===== config.mk =====
export PLATFORM = sky130hd
export DESIGN_NAME = tt_slot_sched
export DESIGN_NICKNAME = d
export VERILOG_FILES = /design/src/rtl/tt_sched_pkg.sv /design/src/rtl/tt_owner_sel.sv /design/src/rtl/tt_shifter.sv /design/src/rtl/tt_slot_sched.sv
export SDC_FILE = /design/constraint.sdc
export NUM_CORES = 1
export LEC_CHECK = 0
export BUFFER_PORTS_ARGS = -buffer_cell sky130_fd_sc_hd__buf_2
export CAP_MARGIN = 0
export CORE_UTILIZATION = 53
export CTS_BUF_LIST = sky130_fd_sc_hd__clkbuf_2
export CTS_CLUSTER_DIAMETER = 60
export DETAILED_ROUTE_END_ITERATION = 10
export GPL_TIMING_DRIVEN = 1
export PLACE_DENSITY_LB_ADDON = 0.08
export SLEW_MARGIN = 20
export SYNTH_ARGS = -nofsm -noshare
export SYNTH_HDL_FRONTEND = slang
export SYNTH_HIERARCHICAL = 1
export SYNTH_SLANG_ARGS = --single-unit

===== constraint.sdc =====
create_clock -name clk_i -period 2.04 [get_ports clk_i]
set_clock_uncertainty 0.05 [all_clocks]
set_input_delay 0.102 -clock clk_i [delete_from_list [all_inputs] [get_ports clk_i]]
set_output_delay 0.102 -clock clk_i [all_outputs]
set_load 0.01 [all_outputs]

===== src/rtl/tt_sched_pkg.sv =====
package tt_sched_pkg;

    typedef enum logic [1:0] {
        ST_WAIT,
        ST_SYNC,
        ST_SLOT
    } sched_st_e;

    typedef enum logic [1:0] {
        PH_LEAD,
        PH_DATA,
        PH_TRAIL
    } slot_ph_e;

    localparam logic [7:0] SYNC_PATTERN = 8'hA5;
    localparam int unsigned SYNC_BITS = 9;

endpackage


===== src/rtl/tt_owner_sel.sv =====
module tt_owner_sel #(
    parameter int unsigned NUM_SLOTS = 4,
    parameter int unsigned ID_W      = 3,
    parameter int unsigned NODE_ID   = 0,
    localparam int unsigned SLOT_W   = $clog2(NUM_SLOTS)
) (
    input  logic [NUM_SLOTS*ID_W-1:0] own_tab_i,
    input  logic [SLOT_W-1:0]         slot_i,
    output logic                      hit_o
);

    logic [NUM_SLOTS-1:0] match;

    for (genvar g = 0; g < NUM_SLOTS; g++) begin : g_match
        assign match[g] = (own_tab_i[g*ID_W +: ID_W] == ID_W'(NODE_ID));
    end

    assign hit_o = match[slot_i];

endmodule


===== src/rtl/tt_shifter.sv =====
module tt_shifter #(
    parameter int unsigned W = 8
) (
    input  logic         clk_i,
    input  logic         rst_ni,
    input  logic         load_i,
    input  logic [W-1:0] load_val_i,
    input  logic         shift_i,
    input  logic         in_bit_i,
    output logic [W-1:0] q_o
);

    logic [W-1:0] sh_d, sh_q;

    always_comb begin
        sh_d = sh_q;
        if (load_i) begin
            sh_d = load_val_i;
        end else if (shift_i) begin
            sh_d = {sh_q[W-2:0], in_bit_i};
        end
    end

    always_ff @(posedge clk_i) begin
        if (!rst_ni) begin
            sh_q <= '0;
        end else begin
            sh_q <= sh_d;
        end
    end

    assign q_o = sh_q;

endmodule


===== src/rtl/tt_slot_sched.sv =====
module tt_slot_sched
    import tt_sched_pkg::*;
#(
    parameter int unsigned NUM_SLOTS   = 4,
    parameter int unsigned ID_W        = 3,
    parameter int unsigned NODE_ID     = 0,
    parameter bit          IS_MASTER   = 1'b0,
    parameter int unsigned DATA_W      = 8,
    parameter int unsigned BIT_CYC     = 4,
    parameter int unsigned GUARD_CYC   = 4,
    parameter int unsigned STARTUP_CYC = 64,
    parameter int unsigned GAP_CYC     = 20,
    localparam int unsigned SLOT_W     = $clog2(NUM_SLOTS)
) (
    input  logic                      clk_i,
    input  logic                      rst_ni,
    input  logic                      bus_rx_i,
    input  logic [NUM_SLOTS*ID_W-1:0] own_tab_i,
    input  logic [DATA_W-1:0]         tx_buf_i,
    output logic                      bus_tx_o,
    output logic [DATA_W-1:0]         rx_buf_o,
    output logic [SLOT_W-1:0]         slot_idx_o,
    output logic                      slot_done_o
);

    localparam int unsigned SH_W   = (DATA_W > 8) ? DATA_W : 8;
    localparam int unsigned MAXC_A = (STARTUP_CYC > GAP_CYC) ? STARTUP_CYC : GAP_CYC;
    localparam int unsigned MAXC_B = (GUARD_CYC > BIT_CYC) ? GUARD_CYC : BIT_CYC;
    localparam int unsigned MAXC   = (MAXC_A > MAXC_B) ? MAXC_A : MAXC_B;
    localparam int unsigned CNT_W  = $clog2(MAXC + 1);
    localparam int unsigned MAXB   = (DATA_W > SYNC_BITS) ? DATA_W : SYNC_BITS;
    localparam int unsigned BIDX_W = $clog2(MAXB + 1);

    localparam logic [CNT_W-1:0]  BIT_LAST   = CNT_W'(BIT_CYC - 1);
    localparam logic [CNT_W-1:0]  BIT_MID    = CNT_W'(BIT_CYC / 2);
    localparam logic [CNT_W-1:0]  GUARD_LAST = CNT_W'(GUARD_CYC - 1);
    localparam logic [CNT_W-1:0]  START_LAST = CNT_W'(STARTUP_CYC - 1);
    localparam logic [CNT_W-1:0]  GAP_LAST   = CNT_W'(GAP_CYC - 1);
    localparam logic [BIDX_W-1:0] SYNC_LAST  = BIDX_W'(SYNC_BITS - 1);
    localparam logic [BIDX_W-1:0] DATA_LAST  = BIDX_W'(DATA_W - 1);
    localparam logic [SLOT_W-1:0] SLOT_LAST  = SLOT_W'(NUM_SLOTS - 1);

    typedef struct packed {
        sched_st_e          st;
        slot_ph_e           ph;
        logic [CNT_W-1:0]   cnt;
        logic [BIDX_W-1:0]  bidx;
        logic [SLOT_W-1:0]  slot;
        logic               own;
        logic               first;
        logic               bad;
        logic [DATA_W-1:0]  rx;
    } ctl_t;

    ctl_t cur_q, nxt_d;

    logic            owner_hit;
    logic            sh_load, sh_shift, sh_in;
    logic [SH_W-1:0] sh_q;
    logic            sync_bit;
    logic            done;
    logic            chk_listen, chk_guard;

    tt_owner_sel #(
        .NUM_SLOTS (NUM_SLOTS),
        .ID_W      (ID_W),
        .NODE_ID   (NODE_ID)
    ) u_owner (
        .own_tab_i (own_tab_i),
        .slot_i    (cur_q.slot),
        .hit_o     (owner_hit)
    );

    tt_shifter #(
        .W (SH_W)
    ) u_shift (
        .clk_i      (clk_i),
        .rst_ni     (rst_ni),
        .load_i     (sh_load),
        .load_val_i (SH_W'(tx_buf_i)),
        .shift_i    (sh_shift),
        .in_bit_i   (sh_in),
        .q_o        (sh_q)
    );

    // Frame bit for the current sync bit index: start bit 0, then the pattern MSB first
    always_comb begin
        int pidx;
        pidx = 8 - int'(cur_q.bidx);
        if (cur_q.bidx == '0) begin
            sync_bit = 1'b0;
        end else begin
            sync_bit = SYNC_PATTERN[pidx[2:0]];
        end
    end

    always_comb begin
        nxt_d    = cur_q;
        sh_load  = 1'b0;
        sh_shift = 1'b0;
        sh_in    = bus_rx_i;
        done     = 1'b0;
        unique case (cur_q.st)
            ST_WAIT: begin
                nxt_d.slot = '0;
                if (IS_MASTER) begin
                    if (cur_q.cnt == (cur_q.first ? START_LAST : GAP_LAST)) begin
                        nxt_d.st    = ST_SYNC;
                        nxt_d.cnt   = '0;
                        nxt_d.bidx  = '0;
                        nxt_d.first = 1'b0;
                    end else begin
                        nxt_d.cnt = cur_q.cnt + 1'b1;
                    end
                end else if (!bus_rx_i) begin
                    // falling edge seen: this cycle is cycle 0 of the start bit
                    nxt_d.st   = ST_SYNC;
                    nxt_d.cnt  = CNT_W'(1);
                    nxt_d.bidx = '0;
                    nxt_d.bad  = 1'b0;
                end
            end
            ST_SYNC: begin
                if (!IS_MASTER && cur_q.cnt == BIT_MID) begin
                    sh_shift = 1'b1;
                    if (cur_q.bidx == '0 && bus_rx_i) begin
                        nxt_d.bad = 1'b1;
                    end
                end
                if (cur_q.cnt == BIT_LAST) begin
                    nxt_d.cnt = '0;
                    if (cur_q.bidx == SYNC_LAST) begin
                        if (IS_MASTER || (!cur_q.bad && sh_q[7:0] == SYNC_PATTERN)) begin
                            nxt_d.st   = ST_SLOT;
                            nxt_d.ph   = PH_LEAD;
                            nxt_d.slot = '0;
                        end else begin
                            nxt_d.st = ST_WAIT;
                        end
                    end else begin
                        nxt_d.bidx = cur_q.bidx + 1'b1;
                    end
                end else begin
                    nxt_d.cnt = cur_q.cnt + 1'b1;
                end
            end
            ST_SLOT: begin
                unique case (cur_q.ph)
                    PH_LEAD: begin
                        if (cur_q.cnt == '0) begin
                            nxt_d.own = owner_hit;
                            sh_load   = owner_hit;
                        end
                        if (cur_q.cnt == GUARD_LAST) begin
                            nxt_d.ph   = PH_DATA;
                            nxt_d.cnt  = '0;
                            nxt_d.bidx = '0;
                        end else begin
                            nxt_d.cnt = cur_q.cnt + 1'b1;
                        end
                    end
                    PH_DATA: begin
                        if (!cur_q.own && cur_q.cnt == BIT_MID) begin
                            sh_shift = 1'b1;
                        end
                        if (cur_q.own && cur_q.cnt == BIT_LAST) begin
                            sh_shift = 1'b1;
                            sh_in    = 1'b1;
                        end
                        if (cur_q.cnt == BIT_LAST) begin
                            nxt_d.cnt = '0;
                            if (cur_q.bidx == DATA_LAST) begin
                                nxt_d.ph = PH_TRAIL;
                            end else begin
                                nxt_d.bidx = cur_q.bidx + 1'b1;
                            end
                        end else begin
                            nxt_d.cnt = cur_q.cnt + 1'b1;
                        end
                    end
                    default: begin
                        if (cur_q.cnt == GUARD_LAST) begin
                            done      = 1'b1;
                            nxt_d.cnt = '0;
                            if (!cur_q.own) begin
                                nxt_d.rx = sh_q[DATA_W-1:0];
                            end
                            if (cur_q.slot == SLOT_LAST) begin
                                nxt_d.st   = ST_WAIT;
                                nxt_d.slot = '0;
                            end else begin
                                nxt_d.slot = cur_q.slot + 1'b1;
                                nxt_d.ph   = PH_LEAD;
                            end
                        end else begin
                            nxt_d.cnt = cur_q.cnt + 1'b1;
                        end
                    end
                endcase
            end
            default: nxt_d.st = ST_WAIT;
        endcase
    end

    always_ff @(posedge clk_i) begin
        if (!rst_ni) begin
            cur_q.st    <= ST_WAIT;
            cur_q.ph    <= PH_LEAD;
            cur_q.cnt   <= '0;
            cur_q.bidx  <= '0;
            cur_q.slot  <= '0;
            cur_q.own   <= 1'b0;
            cur_q.first <= 1'b1;
            cur_q.bad   <= 1'b0;
            cur_q.rx    <= '0;
        end else begin
            cur_q <= nxt_d;
        end
    end

    always_comb begin
        bus_tx_o = 1'b1;
        if (IS_MASTER && cur_q.st == ST_SYNC) begin
            bus_tx_o = sync_bit;
        end else if (cur_q.st == ST_SLOT && cur_q.ph == PH_DATA && cur_q.own) begin
            bus_tx_o = sh_q[DATA_W-1];
        end
    end

    assign rx_buf_o    = cur_q.rx;
    assign slot_idx_o  = cur_q.slot;
    assign slot_done_o = done;
    assign chk_listen  = (cur_q.st == ST_SLOT) && !cur_q.own;
    assign chk_guard   = (cur_q.st == ST_SLOT) && (cur_q.ph != PH_DATA);

endmodule


* Word level (Yosys, flattened, before mapping)
Index checks and enable logic that the tools add are counted.
Storage, ports and cells: output and inout bits 12, logic and storage cells 120, bits of input ports 23, bits in registers 35
Cells by class: magnitude comparators 1, reduce and logical (&&, ||, !) cells 29, add/sub/neg operators 3, eq/ne operators 25, bitwise operators 2, mux-type cells 51
Operators by type and width (count):
- $pmux W13 S3 | 1
- $mux W4 | 7
- $mux W2 | 13
- $ne A2 B2 Y1 const B | 10
- $mux W1 | 18
- $pmux W9 S2 | 1
- $mux W8 | 2
- $eq A7 B2 Y1 const B | 2
- $logic_not A3 Y1 | 4
- $ne A3 B3 Y1 const B | 4
- $reduce_and A6 Y1 | 2
- $mux W11 | 1
- $eq A8 B8 Y1 const B | 1
- $pmux W4 S2 | 1
- $reduce_and A4 Y1 | 2
- $reduce_and A8 Y1 | 1
- $add A7 B1 Y7 const B | 1
- $logic_not A7 Y1 | 1
- $mux W7 | 1
- $reduce_and A7 Y1 | 1
- $logic_and A1 B1 Y1 | 6
- $mux W6 | 1
- $pmux W2 S3 | 1
- $reduce_bool A2 Y1 | 3
- 20 further kinds | 26

* Depth between registers and ports, before layout
Gate-level depths: netlist (run 1).
word-level depth 8, depth in mapped cells 10, gate-level depth less buffers 8

* Hierarchy
The synthesis (run 1) kept the hierarchy.
Modules (own cells, without submodules):
- tt_slot_sched | cells each 187, times used 1, area an instance 1660.3 µm², seq. area each 540.5 µm²
- tt_shifter | cells each 35, times used 1, area an instance 440.4 µm², seq. area each 160.2 µm²
- tt_owner_sel | cells each 7, times used 1, area an instance 50.0 µm², seq. area each 0.0 µm²

* Least setup slack after synthesis (run 1)
Ideal clock, no wire load.
path type register -> register, start point register cur_q[26] (netlist name), end point register u_shift.sh_q[0], in the netlist u_shift/q_o[0], path buffers 2, arrival time 1.942 ns, period minus slack after synthesis 2.108 ns, required time 1.874 ns, path slack -0.068 ns, cell stages (with the launch flop) 11, setup time 0.116 ns, cells stage by stage dfxtp_1 -> inv_1 -> ha_1 -> clkbuf_1 -> nand2_1 -> nor3_1 -> o21ai_0 -> a21oi_1 -> buf_6 -> mux2_4 -> o211a_1
Between the ends: elaborated cells on any way between the ends 8, those cells by class eq/ne: 2; mux: 5; reduce/logical: 1
RTL lines:
- start, declared | line tt_slot_sched.sv:55 | ctl_t cur_q, nxt_d;
- start signal, assigned | line tt_slot_sched.sv:217 | cur_q <= nxt_d;
- $eq A2 B2 Y1 or $eq A2 B1 Y1 (tied branches) | line tt_slot_sched.sv:103 | unique case (cur_q.st)
- $pmux W1 S2 (*) | line tt_slot_sched.sv:103
- named net sh_shift | line tt_slot_sched.sv:58 | logic sh_load, sh_shift, sh_in;
- $reduce_bool A2 Y1 (no line) (*)
- end signal, assigned | line tt_shifter.sv:26 | sh_q <= '0;
- end signal, assigned | line tt_shifter.sv:28 | sh_q <= sh_d;
- end, declared | line tt_shifter.sv:13 | logic [W-1:0] sh_d, sh_q;
The timed path passes the listed nets; every way through them passes the cells marked *. The select of a mux whose other input is x is not followed. A chain may end at the register's enable or synchronous reset.

* Worst setup path in the final report (run 1)
start point register cur_q[26] (netlist name), end point register cur_q[15] (netlist name)
Between the ends: cells in the longest elaborated chain, start to end 3, elaborated cells on any way between the ends 13, those cells by class eq/ne: 9; mux: 1; reduce/logical: 3
Ends and longest elaborated chain (line):
- $eq A2 B2 Y1, or another cell as far along | tt_slot_sched.sv:103
- $ne A3 B1 Y1 (no line), or another cell as far along
- $reduce_and A8 Y1 (no line)
Parallel ways exist; a longest one is shown, timed or not.

==> impl_metrics.tcl, run 1 <==
set metrics [dict create \
    hold_violations 0 \
    dp_cells 311 \
    grt_use_total_pct 22.2 \
    post_route_cells_drive_above_1_share_pct 29.4 \
    via_per_inst 5.44 \
    async_reset_ff_share_pct 0 \
    slew_violations 0 \
    num_rows 22 \
    path_clk_slew_ns 0.18 \
    num-nets-final 312 \
    syn_inst 229 \
    rsz0062_at_grt "yes" \
    synthFlopType "dfxtp_1" \
    timing.fmax_ghz 0.511 \
    synth_top_cell_by_area "dfxtp_1" \
    finalCritPeriodShare_pct 96.0 \
    ir_drop_mv 0.445 \
    power.density_mw_per_mm2 596 \
    cts_max_level 2 \
    critPathKind "flop to flop" \
    critPathLaunchType "flop" \
    core_mm2 0.00377 \
    worst-r2r-cell-count 8 \
    overflow 0 \
    areaGrowthSynthToFinish_pct 19.9 \
    cp-startpoint "cur_q[26]$_SDFFE_PN0P_" \
    ys_types 51 \
    synth_top_area_share_pct 32.6 \
    fin_crit_ns 1.96 \
    worstSetupEndpoint "cur_q[15]$_SDFFE_PN0P_" \
    clock_sinks 35 \
    diodes 0 \
    root_buffer "clkbuf_2" \
    vias 1778 \
    yosysSeqAreaShare_pct 32.6 \
    start_util_pct 57.0 \
    syn_area_per_cell_um2 9.39 \
    drv_cap 0 \
    synth_edf_count 0 \
    cts_tree "done" \
    drtIter0Drc 96 \
    layout.cells.non_filler 327 \
    portBuffers 34 \
    clk_path_buf_depth 2 \
    postCtsSetupRepairBufs 0 \
    ys_warn_count 6 \
    status "completed" \
    reg2reg_from "cur_q[26]$_SDFFE_PN0P_" \
    end_kind "flop" \
    grt_max_degree 42 \
    arrival_ns 2.20 \
    hold_path_class "input pin to flop" \
    final_antenna_net_count 0 \
    cts_made_buffers 5 \
    r2r_setup_slack_ns 0.08 \
    first_global_vias 1601 \
    hold-worst-slack_ns 0.0474 \
    fin_setup_tns_ns 0 \
    cp_max_fo 7 \
    timing.slew.headroom_pct 54.7 \
    p_leak_nw 1.17 \
    drt_wl_total_um 4340 \
    gp_congestion 0.817 \
    clk_latency_ns 0.38 \
    power_mw 1.54 \
    boundaryPins 35 \
    dp_hpwl_um 3090 \
    worstMarginPinSlew_ns 0.680 \
    nFillCells 320 \
    dieArea_mm2 0.00432 \
    die_w_um 65.7 \
    synthTopCellsByArea "dfxtp_1 33%, mux2i_1 7.0%, ha_1 6.4%" \
    ys_ff_latch 35 \
    antenna_found_initial 0 \
    rr_endpoint "cur_q[15]$_SDFFE_PN0P_" \
    finalSetupViolations 0 \
    dr.pass1.iters 5 \
    drc 0 \
    synthesis.area_mm2 0.00215 \
    routedWlPerCell_um 13.3 \
    syn_nets 263 \
    grt_pass1_wl_um 7290 \
    critical_path_required_ns 2.28 \
    die_h_um 65.7 \
]
-- registers in the layout, indices dropped and copies added (netlist names) --
name / flops
slot_idx_o: 2
u_shift/q_o: 8
cur_q: 17
rx_buf_o: 8
-- power breakdown --
part | total [mW] | leakage (nW) | switching [mW] | internal [mW]
clock network | 0.434 | 0.0404 | 0.232 | 0.202
logic | 0.397 | 0.845 | 0.207 | 0.191
registers | 0.707 | 0.283 | 0.00755 | 0.699
total | 1.54 | 1.17 | 0.447 | 1.09
-- layout make-up --
type,count,area (um^2),area share [%]
multi-input cells,167,1320,51.1
repair buffers,61,405,15.7
well taps,48,60.1,2.33
clock inverters,3,38.8,1.50
flip-flops and latches,35,702,27.2
clock buffers,5,25.0,0.970
inverters,8,30.0,1.16
-- through the flow --
stage	utilization, %	setup slack, ns	area [um^2]
after floorplan	-	0.0329	2150
after global placement	64.1	0.0500	2420
after detailed placement	64.1	0.0426	2420
after CTS	67.9	0.0105	2560
after global routing	68.4	0.000989	2580
final	68.4	0.0814	2580
-- Yosys cell counts, types with 2 or more instances --
cell,instances
xnor2_1,2
a31o_2,2
a21boi_0,3
ha_1,11
o21a_1,2
nand4_1,6
xor2_1,3
dfxtp_1,35
nor4_1,2
mux2_4,8
nand2_1,19
or2b_1,8
nor2b_1,11
nand2b_1,2
a21oi_1,4
o211ai_1,2
o21ai_0,4
o211a_1,9
nor3_1,2
nand3_1,8
and3b_1,3
and4b_1,2
nand3b_1,5
and3_1,3
buf_4,10
nor2_1,12
mux2i_1,15
clkbuf_1,5
inv_1,8
a21bo_2,2
-- worst min path at each step --
stage                           start                          end  cells past startpoint
after global placement    tx_buf_i[4]  u_shift/q_o[4]$_SDFFE_PN0P_                      3
after detailed placement  tx_buf_i[6]  u_shift/q_o[6]$_SDFFE_PN0P_                      3
final                        bus_rx_i        cur_q[8]$_SDFFE_PN0P_                      3
after global routing         bus_rx_i        cur_q[8]$_SDFFE_PN0P_                      3
after CTS                    bus_rx_i        cur_q[8]$_SDFFE_PN0P_                      3
after floorplan              bus_rx_i        cur_q[8]$_SDFFE_PN0P_                      2
-- kinds of logic after synthesis --
family / Yosys count / synth area share [%]
compound gates: 36 / 13.4
xor+xnor: 5 / 2.04
fa+ha+maj: 11 / 6.40
buf+inv: 27 / 6.92
flops: 35 / 32.6
mux: 23 / 12.6
simple gates: 92 / 26.1
-- what timing repair did --
action	4_1_cts	5_1_grt
setup endpoints to repair	0	15
resized for setup	0	6
hold endpoints to repair	8	0
hold buffers	8	0
-- cell usage in the layout, fill, tap and decap left out, drive strengths merged, types with 9 or more instances in the layout --
| cell | netlist | routed |
|---|---|---|
| buf | 13 | 53 |
| dfxtp | 35 | 35 |
| ha | 11 | 11 |
| mux2i | 15 | 15 |
| nand2 | 20 | 20 |
| nor2 | 12 | 12 |
| nor2b | 11 | 11 |
| o211a | 9 | 9 |
-- metal layers --
metal / vias up / track usage, % / part of all wire (%)
met5: - / 0 / 0
met4: 0 / 8.42 / 1.7
met3: 10 / 4.69 / 4.6
met2: 42 / 33.8 / 44
met1: 822 / 30.4 / 49
li1: 904 / - / -
-- worst max-delay path: stages (launching register included) --
cell,delay (ns)
dfxtp_1,0.36
inv_1,0.06
buf_4,0.13
ha_1,0.32
buf_4,0.18
o21a_1,0.15
and4b_1,0.23
and3_1,0.19
a31o_2,0.20
Power figures use the tool's default switching activity.
==> inputs of run 2 (changes only) <==
--- a/config.mk
+++ b/config.mk
@@ -5,11 +5,12 @@
 export SDC_FILE = /design/constraint.sdc
 export NUM_CORES = 1
 export LEC_CHECK = 0
+export ABC_AREA = 1
 export BUFFER_PORTS_ARGS = -buffer_cell sky130_fd_sc_hd__buf_2
 export CAP_MARGIN = 0
+export CORE_ASPECT_RATIO = 0.5
 export CORE_UTILIZATION = 53
 export CTS_BUF_LIST = sky130_fd_sc_hd__clkbuf_2
-export CTS_CLUSTER_DIAMETER = 60
 export DETAILED_ROUTE_END_ITERATION = 10
 export GPL_TIMING_DRIVEN = 1
 export PLACE_DENSITY_LB_ADDON = 0.08
==> impl_metrics.tcl, run 2 <==
set metrics [dict create \
    drtIter0Drc 78 \
    syn_inst 333 \
    reg2reg_from "cur_q[27]$_SDFFE_PN0P_" \
    postCtsSetupRepairBufs 0 \
    areaGrowthSynthToFinish_pct 15.4 \
    timing.fmax_ghz 0.533 \
    synthFlopType "dfxtp_1" \
    critPathKind "flop to flop" \
    holdPathEnd "u_shift/q_o[3]$_SDFFE_PN0P_" \
    synth_xor_area_share_pct 0.797 \
    critical_path_required_ns 2.36 \
    clock_sinks 35 \
    ir_drop_mv 0.483 \
    synth_fa_ha_area_share_pct 6.26 \
    hold_violations 0 \
    synth.area.mux_share_pct 0 \
    num_rows 16 \
    fin_crit_ns 1.88 \
    ys_ff_latch 35 \
    clk_latency_ns 0.41 \
    diodes 0 \
    async_reset_ff_share_pct 0 \
    antenna_found_initial 0 \
    ys_warn_count 6 \
    synth_edf_count 0 \
    critPathLaunchType "flop" \
    boundaryPins 35 \
    grt_max_degree 29 \
    grt_use_total_pct 23.4 \
    holdCritStartpoint "rst_ni" \
    synth_compound_area_share_pct 10.4 \
    synth_common_cells "86 x nand2_1, 51 x inv_1, 43 x nor2_1" \
    first_global_vias 1719 \
    via_per_inst 4.86 \
    final_antenna_net_count 0 \
    synth_top_cell_by_area "dfxtp_1" \
    root_buffer "clkbuf_2" \
    dr.pass1.iters 4 \
    arrival_ns 2.20 \
    gp_congestion 0.872 \
    synth-simple-area-share_pct 36.2 \
    timing.slew.headroom_pct 64.1 \
    end_kind "flop" \
    status "completed" \
    drv_cap 0 \
    finalCritPeriodShare_pct 91.9 \
    core_mm2 0.00394 \
    finalSetupViolations 0 \
    mostFrequentLayoutCells "86 x nand2_1, 51 x inv_1, 43 x nor2_1, 34 x dfxtp_1, 34 x buf_2" \
    post_route_cells_drive_above_1_share_pct 19.6 \
    grt_pass1_wl_um 7730 \
    worst-r2r-cell-count 12 \
    layout.cells.non_filler 432 \
    overflow 0 \
    num-nets-final 411 \
    largest_register_ffs 17 \
    nFillCells 376 \
    final_common_cell "nand2_1" \
    placed_cell_area_mm2 0.00240 \
    synth_top_family_by_area "simple AND/OR/NAND/NOR gates" \
    cp_max_fo 9 \
    yosysMostFrequentCell "nand2_1" \
    min_path_cells 3 \
    vias 2100 \
    path_clk_slew_ns 0.20 \
    synthTopCellsByArea "dfxtp_1 32%, nand2_1 15%, inv_1 8.7%" \
    p_leak_nw 1.23 \
    drt_wl_total_um 4830 \
    yosysSeqAreaShare_pct 31.9 \
    start_util_pct 55.7 \
    ys_types 32 \
    clk_path_buf_depth 2 \
    fin_area_mm2 0.00253 \
    regMostFlops "cur_q" \
    drc 0 \
    routedWlPerCell_um 11.2 \
    power.density_mw_per_mm2 861 \
    rsz0062_at_grt "no" \
    cts_max_level 2 \
    syn_area_per_cell_um2 6.60 \
    dieArea_mm2 0.00442 \
    dp_cells 415 \
    slew_violations 0 \
    dp_hpwl_um 3630 \
    synthesis.area_mm2 0.00220 \
    r2r_setup_slack_ns 0.16 \
    die_w_um 93.1 \
    die_h_um 47.5 \
    fin_setup_tns_ns 0 \
    syn_nets 367 \
    worstMarginPinSlew_ns 0.539 \
    portBuffers 34 \
    rr_endpoint "u_shift/q_o[2]$_SDFFE_PN0P_" \
    synth_top_area_share_pct 31.9 \
    cts_made_buffers 5 \
    cts_tree "done" \
    hold_path_class "input pin to flop" \
]
## run 2: changes by cell type in the layout (fill, tap and decap cells not counted), moves of 7 or more
| cell | before | now |
|---|---|---|
| nand2_1 | 19 | 86 |
| inv_1 | 8 | 51 |
| nor2_1 | 12 | 43 |
| mux2i_1 | 15 | 0 |
| nand3_1 | 8 | 21 |
| a21oi_1 | 3 | 15 |
| buf_4 | 18 | 8 |
| nor2b_1 | 10 | 0 |
| o211a_1 | 9 | 0 |
| mux2_4 | 8 | 0 |
| or2b_1 | 8 | 0 |
| nor3_1 | 2 | 9 |
## run 2: timing repair
item / 4_1_cts / 5_1_grt
hold buffers: 9 / 0
endpoints found under the setup margin: 0 / 1
hold endpoints to repair: 9 / 0
gates resized for setup: 0 / 1
## run 2: cell families (layout without fill, tap and decap cells)
family / Yosys count / after routing
buf+inv: 69 / 114
fa+ha+maj: 11 / 11
compound gates: 39 / 39
simple gates: 177 / 177
flops: 35 / 35
xor+xnor: 2 / 2
## run 2: cell type report
type                    count  area, um^2  share of cell area [%]
well taps                  54        67.6                    2.67
flip-flops and latches     35         702                    27.7
repair buffers             52         340                    13.4
clock buffers               6        30.0                    1.18
multi-input cells         229        1180                    46.5
inverters                  54         203                    8.00
clock inverters             2        12.5                   0.494
## run 2: how the worst max path moves through the flow
stage | from | to | cells after the start
after floorplan | cur_q[26]$_SDFFE_PN0P_ | u_shift/q_o[3]$_SDFFE_PN0P_ | 12
after CTS | cur_q[26]$_SDFFE_PN0P_ | u_shift/q_o[2]$_SDFFE_PN0P_ | 12
after detailed placement | cur_q[26]$_SDFFE_PN0P_ | u_shift/q_o[2]$_SDFFE_PN0P_ | 12
after global placement | cur_q[26]$_SDFFE_PN0P_ | u_shift/q_o[7]$_SDFFE_PN0P_ | 12
final | cur_q[27]$_SDFFE_PN0P_ | u_shift/q_o[2]$_SDFFE_PN0P_ | 12
after global routing | cur_q[27]$_SDFFE_PN0P_ | u_shift/q_o[2]$_SDFFE_PN0P_ | 12
## run 2: metal layers
layer / vias to the layer above / routed length, um / global-route usage [%]
li1: 1117 / - / -
met1: 922 / 2510 / 30.7
met4: 0 / 66 / 9.23
met3: 8 / 230 / 5.87
met2: 53 / 2030 / 38.4
met5: - / 0 / 0
## run 2: stage by stage
step                worst slack (ns)  hold WS, ns  util [%]  power, mW
detailed placement             0.193        0.352      60.9       1.82
global placement               0.228        0.348      60.9       1.80
CTS                            0.152       0.0797      64.2       2.18
floorplan                      0.269        0.150         -       1.59
global route                  0.0236       0.0807      64.3       2.38
finish                         0.165       0.0994      64.3       2.18
## run 2: power by group
part	switching [mW]	internal (mW)	total [mW]
combinational	0.580	0.368	0.948
sequential	0.110	0.779	0.889
clock	0.259	0.0873	0.346
## run 2: worst max-delay path, stage by stage (launching register included)
cell      delay, ns
dfxtp_1        0.41
inv_1          0.10
ha_1           0.30
inv_1          0.15
a21oi_2        0.05
o211ai_1       0.08
o21ai_0        0.11
buf_4          0.19
nor2_8         0.14
nand2_1        0.07
nand3_1        0.07
nand2_1        0.05
inv_1          0.07
==> inputs of run 3 (changes only) <==
--- a/config.mk
+++ b/config.mk
@@ -7,13 +7,13 @@
 export LEC_CHECK = 0
 export ABC_AREA = 1
 export BUFFER_PORTS_ARGS = -buffer_cell sky130_fd_sc_hd__buf_2
-export CAP_MARGIN = 0
 export CORE_ASPECT_RATIO = 0.5
+export CORE_MARGIN = 2
 export CORE_UTILIZATION = 53
 export CTS_BUF_LIST = sky130_fd_sc_hd__clkbuf_2
 export DETAILED_ROUTE_END_ITERATION = 10
 export GPL_TIMING_DRIVEN = 1
-export PLACE_DENSITY_LB_ADDON = 0.08
+export PLACE_DENSITY_LB_ADDON = 0.3
 export SLEW_MARGIN = 20
 export SYNTH_ARGS = -nofsm -noshare
 export SYNTH_HDL_FRONTEND = slang
==> impl_metrics.tcl, run 3 (synthesis gave the netlist of run 2 again) <==
set metrics [dict create \
    finalSetupViolations 0 \
    dp_hpwl_um 3660 \
    areaGrowthSynthToFinish_pct 15.0 \
    core_mm2 0.00394 \
    largest_register_ffs 17 \
    crit_chain "inv_1 -> ha_2 -> inv_1 -> a21oi_4 -> o211ai_1 -> o21ai_2 -> clkdlybuf4s15_2 -> nand3_1 -> nand3_1 -> nand2_1 -> inv_1" \
    drc 0 \
    final_antenna_net_count 0 \
    status "completed" \
    hold_path_class "input pin to flop" \
    dr.pass1.iters 5 \
    rsz0062_at_grt "yes" \
    fin_crit_ns 1.91 \
    critical_path_required_ns 2.33 \
    end_kind "flop" \
    grt_max_degree 29 \
    drv_cap 0 \
    clock_sinks 35 \
    overflow 0 \
    worstMarginPinSlew_ns 0.534 \
    min_path_cells 3 \
    p_switching_uw 954 \
    crit_path_max_incr_delay_ns 0.38 \
    nFillCells 358 \
    crit_top_cell "inv_1" \
    sw_frac_of_total_pct 44.0 \
    slew_violations 0 \
    cp-startpoint "cur_q[27]$_SDFFE_PN0P_" \
    via_per_inst 5.03 \
    worst-r2r-cell-count 11 \
    r2r_setup_slack_ns 0.13 \
    clkPwrFrac_pct 14.3 \
    critPathKind "flop to flop" \
    power.density_mw_per_mm2 858 \
    fin_util_pct 64.1 \
    drt_wl_total_um 5050 \
    holdPathEnd "u_shift/q_o[2]$_SDFFE_PN0P_" \
    ir_drop_mv 0.349 \
    first_global_vias 1910 \
    final_common_cell "nand2_1" \
    timing.slew.headroom_pct 64.4 \
    start_util_pct 55.7 \
    grt_pass1_wl_um 8200 \
    cts_tree "done" \
    post_route_cells_drive_above_1_share_pct 20.2 \
    critPathLaunchType "flop" \
    path_clk_slew_ns 0.20 \
    drtIter0Drc 113 \
    clk_path_buf_depth 2 \
    mostFrequentLayoutCells "86 x nand2_1, 50 x inv_1, 43 x nor2_1, 34 x buf_2, 33 x dfxtp_1" \
    num_rows 16 \
    gp_congestion 0.880 \
    dp_cells 411 \
    dieArea_mm2 0.00471 \
    portBuffers 34 \
    layout.cells.non_filler 430 \
    arrival_ns 2.21 \
    cts_max_level 2 \
    cts_made_buffers 5 \
    hold_violations 0 \
    finalCritPeriodShare_pct 93.8 \
    reg2reg_from "cur_q[27]$_SDFFE_PN0P_" \
    boundaryPins 35 \
    p_int_mw 1.22 \
    cp_max_fo 6 \
    vias 2163 \
    timing.fmax_ghz 0.523 \
    holdCritStartpoint "rst_ni" \
    routedWlPerCell_um 11.7 \
    die_h_um 49.5 \
    diodes 0 \
    comb_power_share_pct 44.7 \
    rr_endpoint "u_shift/q_o[7]$_SDFFE_PN0P_" \
    grt_use_total_pct 22.4 \
    num-nets-final 410 \
    regMostFlops "cur_q" \
    p_seq_share_pct 40.9 \
    p_leak_nw 1.22 \
    antenna_found_initial 0 \
    root_buffer "clkbuf_2" \
    cpMaxStageDelayCell "dfxtp_2" \
    die_w_um 95.1 \
    clk_latency_ns 0.40 \
]
## run 3: final cells by class
class | instances | area [um^2] | area share, %
flip-flops and latches | 35 | 703 | 27.8
clock inverters | 2 | 8.76 | 0.347
repair buffers | 51 | 324 | 12.8
well taps | 54 | 67.6 | 2.67
clock buffers | 5 | 25.0 | 0.990
inverters | 54 | 203 | 8.02
multi-input cells | 229 | 1200 | 47.3
## run 3: repair_timing
item,in CTS,in global routing
resized for setup,1,7
buffers inserted,0,2
hold buffers,9,0
gates cloned,0,1
hold endpoints to repair,9,0
pin swaps,0,1
endpoints found under the setup margin,5,11
## run 3: worst max-delay path by stage
stage | endpoint | slack (ns) | depth (start not counted)
2_1_floorplan | u_shift/q_o[3]$_SDFFE_PN0P_ | 0.27 | 12
3_3_place_gp | u_shift/q_o[0]$_SDFFE_PN0P_ | 0.07 | 12
3_5_place_dp | u_shift/q_o[3]$_SDFFE_PN0P_ | 0.01 | 12
4_1_cts | u_shift/q_o[5]$_SDFFE_PN0P_ | 0.03 | 12
5_1_grt | u_shift/q_o[7]$_SDFFE_PN0P_ | -0.01 | 11
6_report | u_shift/q_o[7]$_SDFFE_PN0P_ | 0.13 | 11
## run 3: through the flow
| stage | power [mW] | hold slack, ns | area, um^2 | TNS [ns] | setup slack (ns) |
|---|---|---|---|---|---|
| 2_1_floorplan | 1.59 | 0.150 | 2200 | 0 | 0.269 |
| 3_3_place_gp | 1.77 | 0.354 | 2360 | 0 | 0.0746 |
| 3_5_place_dp | 1.81 | 0.360 | 2360 | 0 | 0.0134 |
| 4_1_cts | 2.15 | 0.0874 | 2490 | 0 | 0.0258 |
| 5_1_grt | 2.36 | 0.0986 | 2530 | -0.0221 | -0.0129 |
| 6_report | 2.17 | 0.104 | 2530 | 0 | 0.127 |
## run 3: power groups by stage
stage          Clock [mW]  Sequential [mW]  Combinational, mW
2_1_floorplan           0            0.871              0.714
3_3_place_gp            0            0.892              0.880
3_5_place_dp            0            0.898              0.916
4_1_cts             0.324            0.884              0.941
5_1_grt             0.354            0.904               1.10
6_report            0.311            0.888              0.971
## run 3: worst max-delay path, delay by kind of cell (launching register included)
kind / cells / cell delay [ns]
flip-flops: 1 / 0.38
adder cells (fa/ha/maj): 1 / 0.25
buffers and inverters: 4 / 0.57
AO/OA/AOI/OAI: 3 / 0.39
AND/OR/NAND/NOR: 3 / 0.21
## run 3: per-layer routing
layer  wire length, um  track usage (%)  vias to the layer above  share of wire (%)
met3               373             6.27                        5                7.4
met1              2280             28.2                      944                 45
met5                 0                0                        -                  0
met2              2350             37.2                      104                 46
met4                46             7.25                        0               0.91
li1                  -                -                     1110                  -
